$ cat config.mk
export PLATFORM = sky130hd
export DESIGN_NAME = angle_pair_port
export DESIGN_NICKNAME = d
export VERILOG_FILES = /design/src/rtl/angle_pair_port.sv
export SDC_FILE = /design/constraint.sdc
export NUM_CORES = 1
export LEC_CHECK = 0
export ABC_AREA = 1
export ABC_CLOCK_PERIOD_IN_PS = 3900
export BUFFER_PORTS_ARGS = -buffer_cell sky130_fd_sc_hd__clkbuf_2
export CORE_MARGIN = 4
export CORE_UTILIZATION = 33
export CTS_CLUSTER_DIAMETER = 60
export CTS_CLUSTER_SIZE = 30
export DETAILED_ROUTE_END_ITERATION = 12
export PLACE_DENSITY = 0.49
export SYNTH_ARGS = -nofsm -noshare
export SYNTH_HDL_FRONTEND = slang
export SYNTH_SLANG_ARGS = --single-unit
$ cat constraint.sdc
create_clock -name clk -period 3.9 [get_ports clk]
set_input_delay 0.39 -clock clk [delete_from_list [all_inputs] [get_ports clk]]
set_output_delay 0.39 -clock clk [all_outputs]
set_load 0.05 [all_outputs]
$ cat src/rtl/angle_pair_port.sv
`timescale 1ns/1ps
module angle_pair_port #(
  parameter int WIDTH  = 14,
  parameter int SETTLE = 4,
  parameter int GAP    = 3
) (
  input  logic             clk,
  input  logic             rst_n,
  input  logic             step_a,
  input  logic             up_a,
  input  logic             step_b,
  input  logic             up_b,
  input  logic             sel_a,
  input  logic             oe_n,
  output logic [WIDTH-1:0] bus_data,
  output logic             bus_drive,
  output logic             data_valid
);
  localparam int SW = $clog2(SETTLE + 2);
  localparam int GW = $clog2(GAP + 2);
  localparam logic [SW-1:0] SET_LOAD = SW'(SETTLE);
  localparam logic [GW-1:0] GAP_LOAD = GW'(GAP);
  localparam logic [WIDTH-1:0] ONE = WIDTH'(1);

  logic [WIDTH-1:0] cnt_a, cnt_b, held, live;
  logic [SW-1:0]    settle;
  logic [GW-1:0]    gap;
  logic             valid_q, sel_q, oe_n_q, restart;

  always_ff @(posedge clk) begin
    if (!rst_n) cnt_a <= '0;
    else if (step_a) cnt_a <= up_a ? cnt_a + ONE : cnt_a - ONE;
  end

  always_ff @(posedge clk) begin
    if (!rst_n) cnt_b <= '0;
    else if (step_b) cnt_b <= up_b ? cnt_b + ONE : cnt_b - ONE;
  end

  assign live    = sel_a ? cnt_a : cnt_b;
  assign restart = !oe_n && (oe_n_q || (sel_a != sel_q));

  always_ff @(posedge clk) begin
    if (!rst_n) begin
      oe_n_q  <= 1'b1;
      sel_q   <= 1'b1;
      gap     <= '0;
      held    <= '0;
      settle  <= SET_LOAD;
      valid_q <= 1'b0;
    end else begin
      oe_n_q <= oe_n;
      sel_q  <= sel_a;
      if (oe_n && !oe_n_q) gap <= GAP_LOAD;
      else if (gap != '0)  gap <= gap - 1'b1;
      if (oe_n || restart) begin
        held    <= live;
        settle  <= SET_LOAD;
        valid_q <= 1'b0;
      end else if (!valid_q) begin
        held <= live;
        if (gap == '0) begin
          if (settle > SW'(1)) settle <= settle - 1'b1;
          else                 valid_q <= 1'b1;
        end
      end
    end
  end

  assign bus_drive  = !oe_n;
  assign bus_data   = oe_n ? '0 : held;
  assign data_valid = valid_q && !oe_n && (sel_a == sel_q);
endmodule

==> results.md, run 1 <==
- Mean Syn Cell Area: roughly 6.2 sq um
- Synth cell types: 31
- Period utilisation layout: 0.5019
- CP top delay family: buffers and inverters
- Clock Skews: 0.009678 ns
- Crit-path slowest cell: clkbuf_2
- Worst skew pair latency: 0.30 ns
- Register area share after synthesis: 0.2679
- Drt via density: 4.562
- Most frequent CP cell: clkbuf_2
- Final Hold Viols: 0
- Kind of critical path: in -> out
- F_max: between 500 and 600 MHz
- Synthesized cell area: 3811 sq um
- Simple-gate share of the synthesized area: 0.2974
- Max-slew violations: 0
- Metal2 WL: 4.214 mm
- Wire per inst: 12.02 um
- Worst slew margin: 0.4553
- HPWL Detailed: 7.236 mm
- Die area: 13330 sq um
- Min-delay worst type: reg -> reg
- Total gr overflow: 0
- Compound-Gate Fraction of Synth Area: 0.1402
- Multi-input gate area: roughly 2200 sq um
- CTS tree: yes
- Synth warn: 0
- Die height: 115.5 um
- Most frequent cells in the layout: 141 x nand2_1, 132 x inv_1, 82 x nor2_1
- Mapped Cells: 614
- Post_cts resized: 0
- Total CTS buffers: 5
- Layout Nets: 667
- Drt pass-1 iters: 4
- Port-buffer cells: 23
- Setup tns final: 0 ns
- Req. time, crit path: 3.51 ns
- Routed wire length: 9.255 mm
- H-tree depth: 2
- Post-Synth XOR/XNOR Area: 0.02725
- Antenna Violating Nets Remaining: 0
- Die Wd: 115.5 um
- Max VDD drop: 296.6 uV
- Met3 wire length: 321 um
- Main combinational cell family by area after synthesis: simple AND/OR/NAND/NOR gates
- Top Ports: 24
- CP bufs+invs: 2
- Core Area: 11080 sq um
- Clock Path Buffers: 2
- # hold bufs at CTS: 0
- Post-CTS setup buffer count: 0
- Initial antenna violation count: 0
- Via count: 3513
- Flops & latches, synth: just over 50
- Crit. End Element: primary output
- CP Cell Sequence: clkbuf_2 -> xnor2_2 -> nand2_2 -> nor2_4 -> clkbuf_2
- Vias in the first global route: between 3000 and 4000
- Largest net degree at the start of global routing: 29
- Most common cell after layout, fill and taps aside: nand2_1
- Share of cells above drive strength 1: 0.08254
- Drt drc: 0
- All-Layer GR Usage: 0.1458
- Final setup margin: 1.942 ns
- Starting Density: 0.3440
- Worst EP arrival: 1.57 ns
- Wl on met1: 4.572 mm
- Top Layer Used: met4
- Static Leak: 2.301 nW
- Antenna diodes: 0
- Syn_nets: about 650
- RePlAce Congestion: 0.8512
- Mux share of post-synthesis cell area: 0.01313
- RSZ-0062 raised after global routing: false
- Setup violations, final: 0
- Crit Path Max Fanout: 25
- Max_cap viols: 0
- Register area: 1021 sq um
- Power density over the cells: 396.1 nW/um^2
- FP Rows: 38
- Worst Tran Pin Value: 0.8162 ns
- First-pass GRT wire length: 15.55 mm
- CTS clk-pin slew, worst paths: 0.07 ns
- Slowest cell delay on critical path: 0.49 ns
- Fin crit period: 1.958 ns
- Total of fill cells in the finished design: 1223
- Layout area overhead: 9.521%
- Adder-cell share of the synthesized area: 0.1024
- Status: completed
- CTS root buffer: clkbuf_16
- Clock sinks: 51
- Starting DRT DRC Count: roughly 160
- Critical path startpoint category: primary input
- Post-Place Setup Slack: 1.635 ns
## final timing paths
kind / cells past startpoint / slack (ns) / start / end
min reg2reg: 2 / 0.48 / settle[2]$_SDFFE_PP1P_ / settle[2]$_SDFFE_PP1P_
max: 5 / 1.94 / sel_a / data_valid
max reg2reg: 10 / 2.09 / cnt_a[0]$_SDFFE_PN0P_ / cnt_a[8]$_SDFFE_PN0P_
min: 2 / 0.48 / settle[2]$_SDFFE_PP1P_ / settle[2]$_SDFFE_PP1P_
## kinds of logic after synthesis
logic type                 Yosys count
and+or+nand+nor                    275
muxes                                5
xor gates and xnor gates            11
adders and majority gates           30
DFF                                 51
buffers and inverters              147
AOI/OAI and AO/OA                   95
## metrics by stage
stage               utilization  total power [mW]  cells  hold WS, ns  area, sq um
detailed placement       0.3628             1.199    762       0.4639         4019
finish                   0.3768             1.653    770       0.4802         4174
global placement         0.3628             1.192    762       0.4436         4019
CTS                      0.3768             1.678    770       0.4821         4174
floorplan                     -             1.073    614       0.4304         3811
global route             0.3768             1.792    770       0.5096         4174
## power breakdown
| group | internal [mW] | switching, mW | total (mW) | leakage (nW) |
|---|---|---|---|---|
| Sequential | 0.579 | 0.0431 | 0.623 | 0.422 |
| Combinational | 0.200 | 0.362 | 0.562 | 1.81 |
| Clock | 0.257 | 0.211 | 0.469 | 0.0731 |
## state kept, by name, indices dropped and copies added (netlist names)
| signal | cells |
|---|---|
| cnt_a | 14 |
| cnt_b | 14 |
| gap | 3 |
| held | 14 |
| oe_n_q | 1 |
| sel_q | 1 |
| settle | 3 |
| valid_q | 1 |
## layout make-up
class,count,share of cell area
repair buffers,23,0.02758
clock inverters,2,0.003897
multi-input cells,416,0.5300
well taps,140,0.04197
clock buffers,6,0.03327
flip-flops and latches,51,0.2446
inverters,132,0.1187
## cell usage after synthesis (all sizes together)
cell type,instances,area [sq um]
nand3,35,175.2
o21bai,2,15.01
nor3b,1,7.510
nor3,1,10.01
xnor2,7,68.82
buf,6,47.54
fa,2,40.04
dfxtp,51,1021
a21oi,57,307.8
nand2,143,546.8
a2111oi,1,8.760
inv,132,495.5
mux2i,5,50.05
ha,28,350.3
o21ai,33,187.7
nand4,6,37.54
o211ai,2,15.01
xor2,4,35.03
or2,6,37.53
nor2,83,319.1
clkbuf,9,35.03
## worst register-to-register path, stage by stage, from the launching register on
cell and delay [ns]:
dfxtp_1 0.40, inv_1 0.11, fa_1 0.48, nor2_1 0.14
nor2_1 0.09, nor2_1 0.10, nor2_1 0.05, or2_1 0.21
nand3_1 0.07, nand2_1 0.06, inv_1 0.04
## metal layers
layer | track usage | vias up
met5 | 0 | -
met4 | 0.04069 | 0
met3 | 0.02141 | 10
met2 | 0.2461 | 44
met1 | 0.1944 | 1537
li1 | - | 1922
No activity file was read; power rests on OpenSTA's default activity.
==> run 2: changes to the inputs <==
ABC_AREA = 0   (was 1)
ABC_CLOCK_PERIOD_IN_PS = 1700   (was 3900)
PLACE_DENSITY = 0.51   (was 0.49)
clock period = 1.7 ns   (was 3.9 ns; I/O delays follow)
==> run 2 against run 1 <==
The run now ends with negative setup slack left. Combinational power increased to 3.9 times the previous value. Clock skew increased by 0.0069 ns. Critical path type is now reg -> reg. Cell count decreased by 17%. Synthesized area decreased by 9.2%. Synthesized cell count decreased by 35%. Highest routed layer unchanged. Sequential share of layout area decreased by 3.2 points. Sequential cell count unchanged. Clock power increased by 69%. Design area increased by 17%. Largest power group is now combinational logic. Non-clock buffer count increased by 92. Hold slack got worse by 0.20 ns. Largest cell class unchanged. First-iteration DRC count decreased by 13%.
==> results.md, run 2 <==
- Status: finished with violations (was completed)
- Failing checks: negative setup slack
- Die area: 12190 sq um (was 13330 sq um)
- Core Area: 10280 sq um (was 11080 sq um)
- Min-delay worst type: in -> reg (was reg -> reg)
- First-pass GRT wire length: 15.62 mm (was 15.55 mm)
- Synth top cells by count: 51 x dfxtp_1, 37 x nand2_1, 28 x ha_1 (was 141 x nand2_1, 132 x inv_1, 82 x nor2_1)
- Req. time, crit path: 1.89 ns (was 3.51 ns)
- Wire per inst: 14.38 um (was 12.02 um)
- Wl on met1: 4.521 mm (was 4.572 mm)
- Kind of critical path: reg -> reg (was in -> out)
- DP Area: 4441 sq um (was 4019 sq um)
- FP Rows: 37 (was 38)
- Total CTS buffers: 5 (unchanged)
- Max_cap viols: 0 (unchanged)
- Power density over the cells: 914.9 nW/um^2 (was 396.1 nW/um^2)
- Fin crit period: 1.962 ns
- RePlAce Congestion: 0.8112 (was 0.8512)
- Port-buffer cells: 23 (unchanged)
- Worst slew margin: 0.7543 (was 0.4553)
- Setup violations, final: 15 (was 0)
- Antenna diodes: 0 (unchanged)
- Share of cells above drive strength 1: 0.3715 (was 0.08254)
- Vias in the first global route: 3299 (was 3293)
- Static Leak: 2.349 nW (was 2.301 nW)
- Die height: 110.4 um (was 115.5 um)
- Metal2 WL: 4.382 mm (was 4.214 mm)
- All-Layer GR Usage: 0.1494 (was 0.1458)
- Mapped Cells: 402 (was 614)
- Multi-input gate area: 2664 sq um (was 2212 sq um)
- Worst EP arrival: 2.15 ns (was 1.57 ns)
- Final Hold Viols: 0 (unchanged)
- Post-synth EDFFs: 0 (unchanged)
- Main synth FF type: dfxtp_1 (unchanged)
- NetSw: 1.620 mW (was 0.6169 mW)
- Crit. End Element: register (was primary output)
- Drt via density: 5.079 (was 4.562)
- CTS clk-pin slew, worst paths: 0.09 ns (was 0.07 ns)
- Layout area overhead: 41.00% (was 9.521%)
- F_max: 509.8 MHz
- Final setup margin: -0.2616 ns (was 1.942 ns)
- Combinational share of power: 0.487 (was 0.340)
- CTS tree: yes (unchanged)
- Flops & latches, synth: 51 (unchanged)
- Synthesized cell area: 3461 sq um (was 3811 sq um)
- Top-count cell post-synth: dfxtp_1 (was nand2_1)
- Register area share after synthesis: 0.2950 (was 0.2679)
- Max VDD drop: 400.8 uV (was 296.6 uV)
- Hold_ws: 0.2814 ns (was 0.4802 ns)
- HPWL Detailed: 6.811 mm (was 7.236 mm)
- Drt pass-1 iters: 4 (unchanged)
- Worst skew pair latency: 0.31 ns (was 0.30 ns)
- Cell area after layout: 4880 sq um (was 4174 sq um)
- Crit Path Max Fanout: 4 (was 25)
- Post-Place Setup Slack: -0.4661 ns (was 1.635 ns)
- Int Power: 2.845 mW (was 1.036 mW)
- Starting DRT DRC Count: 141 (was 162)
- CTS root buffer: clkbuf_8 (was clkbuf_16)
- Synth warn: 0 (unchanged)
- Antenna Violating Nets Remaining: 0 (unchanged)
- Regs by FF count: cnt_a (14), cnt_b (14), held (14) (unchanged)
- Top Layer Used: met4 (unchanged)
- Met3 wire length: 291 um (was 321 um)
- Syn_nets: 440 (was 652)
- Routed wire length: 9.233 mm (was 9.255 mm)
- Top Ports: 24 (unchanged)
- Synth async-reset ratio: 0 (unchanged)
- Fin util: 0.4748 (was 0.3768)
- Most common cell after layout, fill and taps aside: buf_4 (was nand2_1)
- Total of fill cells in the finished design: 1029 (was 1223)
- Period utilisation layout: 1.154
- Clock Skews: 0.01655 ns (was 0.009678 ns)
- Die Wd: 110.4 um (was 115.5 um)
- H-tree depth: 2 (unchanged)
- Clk network pwr share: 0.177 (was 0.283)
- Sequential group share of total power: 0.335 (was 0.377)
- Register area: 1037 sq um (was 1021 sq um)
- Starting Density: 0.3367 (was 0.3440)
- Max-slew violations: 0 (unchanged)
- Clock Path Buffers: 2 (unchanged)
- Top cell type's share of synthesized area: 0.2950 (was 0.2679)
- Initial antenna violation count: 0 (unchanged)
- Via count: 3261 (was 3513)
- Most frequent cells in the layout: 90 x buf_4, 42 x dfxtp_1, 36 x nand2_1 (was 141 x nand2_1, 132 x inv_1, 82 x nor2_1)
- Sw Share: 0.3628 (was 0.3731)
- Largest net degree at the start of global routing: 29 (unchanged)
- Clock sinks: 51 (unchanged)
- Drt drc: 0 (unchanged)
- Mean Syn Cell Area: 8.609 sq um (was 6.207 sq um)
- Synth cell types: 55 (was 31)
- Worst Tran Pin Value: 0.3655 ns (was 0.8162 ns)
- Layout Nets: 543 (was 667)
- Post-synth top area cell: dfxtp_1 (unchanged)
- RSZ-0062 raised after global routing: true (was false)
- Synth area leaders: dfxtp_1 30%, ha_1 10%, mux2i_1 6.7%, o211a_1 4.6%, nor2b_1 4.5% (was dfxtp_1 27%, nand2_1 14%, inv_1 13%, ha_1 9.2%, nor2_1 8.1%)
- Critical path startpoint category: register (was primary input)
- Total gr overflow: 0 (unchanged)
==> run 2: cell count changes in the layout (fill, tap and decap cells not counted), sizes merged, moves of 18 or more <==
cell   previous run  this run
inv             132        18
nand2           143        37
buf               0        92
nor2             83        13
a21oi            57        21
nor2b             0        25
o21ai            33        12
nand3            35        16
mux2i             5        23
==> run 2: per-layer routing <==
| metal | up-vias | GRT usage |
|---|---|---|
| li1 | 1669 | - |
| met1 | 1544 | 0.2028 |
| met2 | 44 | 0.2544 |
| met3 | 4 | 0.02466 |
| met4 | 0 | 0.02217 |
| met5 | - | 0 |
==> run 2: critical path, cell delays in order (launching register included) <==
cell      delay, ns
dfxtp_4        0.37
inv_1          0.05
fa_2           0.36
nor2b_2        0.14
o211ai_1       0.11
a21boi_2       0.25
buf_4          0.17
o31ai_4        0.05
mux2i_1        0.12
or2_1          0.22
==> run 2: timing repair <==
item	in CTS	in global routing
buffers inserted	8	5
endpoints found under the hold margin	0	0
hold buffers	0	0
pin swaps	18	17
resized for setup	33	24
setup endpoints to repair	16	19
==> run 2: kinds of logic (layout without fill, tap and decap cells) <==
logic type                 after synthesis  in the layout  share of synthesized area
and+or+nand+nor                        132            132                     0.1999
AOI/OAI and AO/OA                      110            110                     0.2368
DFF                                     51             51                     0.2950
buffers and inverters                   39            143                    0.04591
adders and majority gates               30             30                     0.1128
muxes                                   23             23                    0.06652
xor gates and xnor gates                17             17                    0.04302
==> run 2: power by group through the flow <==
stage	logic [mW]	clock network, mW	registers (mW)
finish	2.18	0.792	1.50
global route	2.42	0.855	1.52
CTS	2.06	0.814	1.50
detailed placement	1.94	0	1.52
global placement	1.89	0	1.52
floorplan	1.28	0	1.49
==> run 2: cell type report <==
type / count / share of cell area
Sequential cell: 51 / 0.2126
Tap cell: 136 / 0.03487
Inverter: 20 / 0.01692
Multi-Input combinational cell: 312 / 0.5459
Timing Repair Buffer: 115 / 0.1685
Clock buffer: 7 / 0.01974
Clock inverter: 1 / 0.001538
==> run 2: path summary, 6_finish.rpt <==
check | from | to | slack [ns] | cells after the start
setup reg to reg | cnt_a[1]$_SDFFE_PN0P_ | cnt_a[12]$_SDFFE_PN0P_ | -0.26 | 9
hold reg to reg | cnt_a[13]$_SDFFE_PN0P_ | cnt_a[13]$_SDFFE_PN0P_ | 0.48 | 2
setup / recovery | cnt_a[1]$_SDFFE_PN0P_ | cnt_a[12]$_SDFFE_PN0P_ | -0.26 | 9
hold / removal | rst_n | oe_n_q$_SDFF_PN1_ | 0.28 | 2
==> run 2: metrics by stage <==
stage	TNS, ns	cells	power, mW
2_1_floorplan	-1.508	402	2.779
3_3_place_gp	-4.696	621	3.413
3_5_place_dp	-4.944	621	3.455
4_1_cts	-1.087	637	4.374
5_1_grt	-3.016	642	4.798
6_report	-1.385	642	4.465
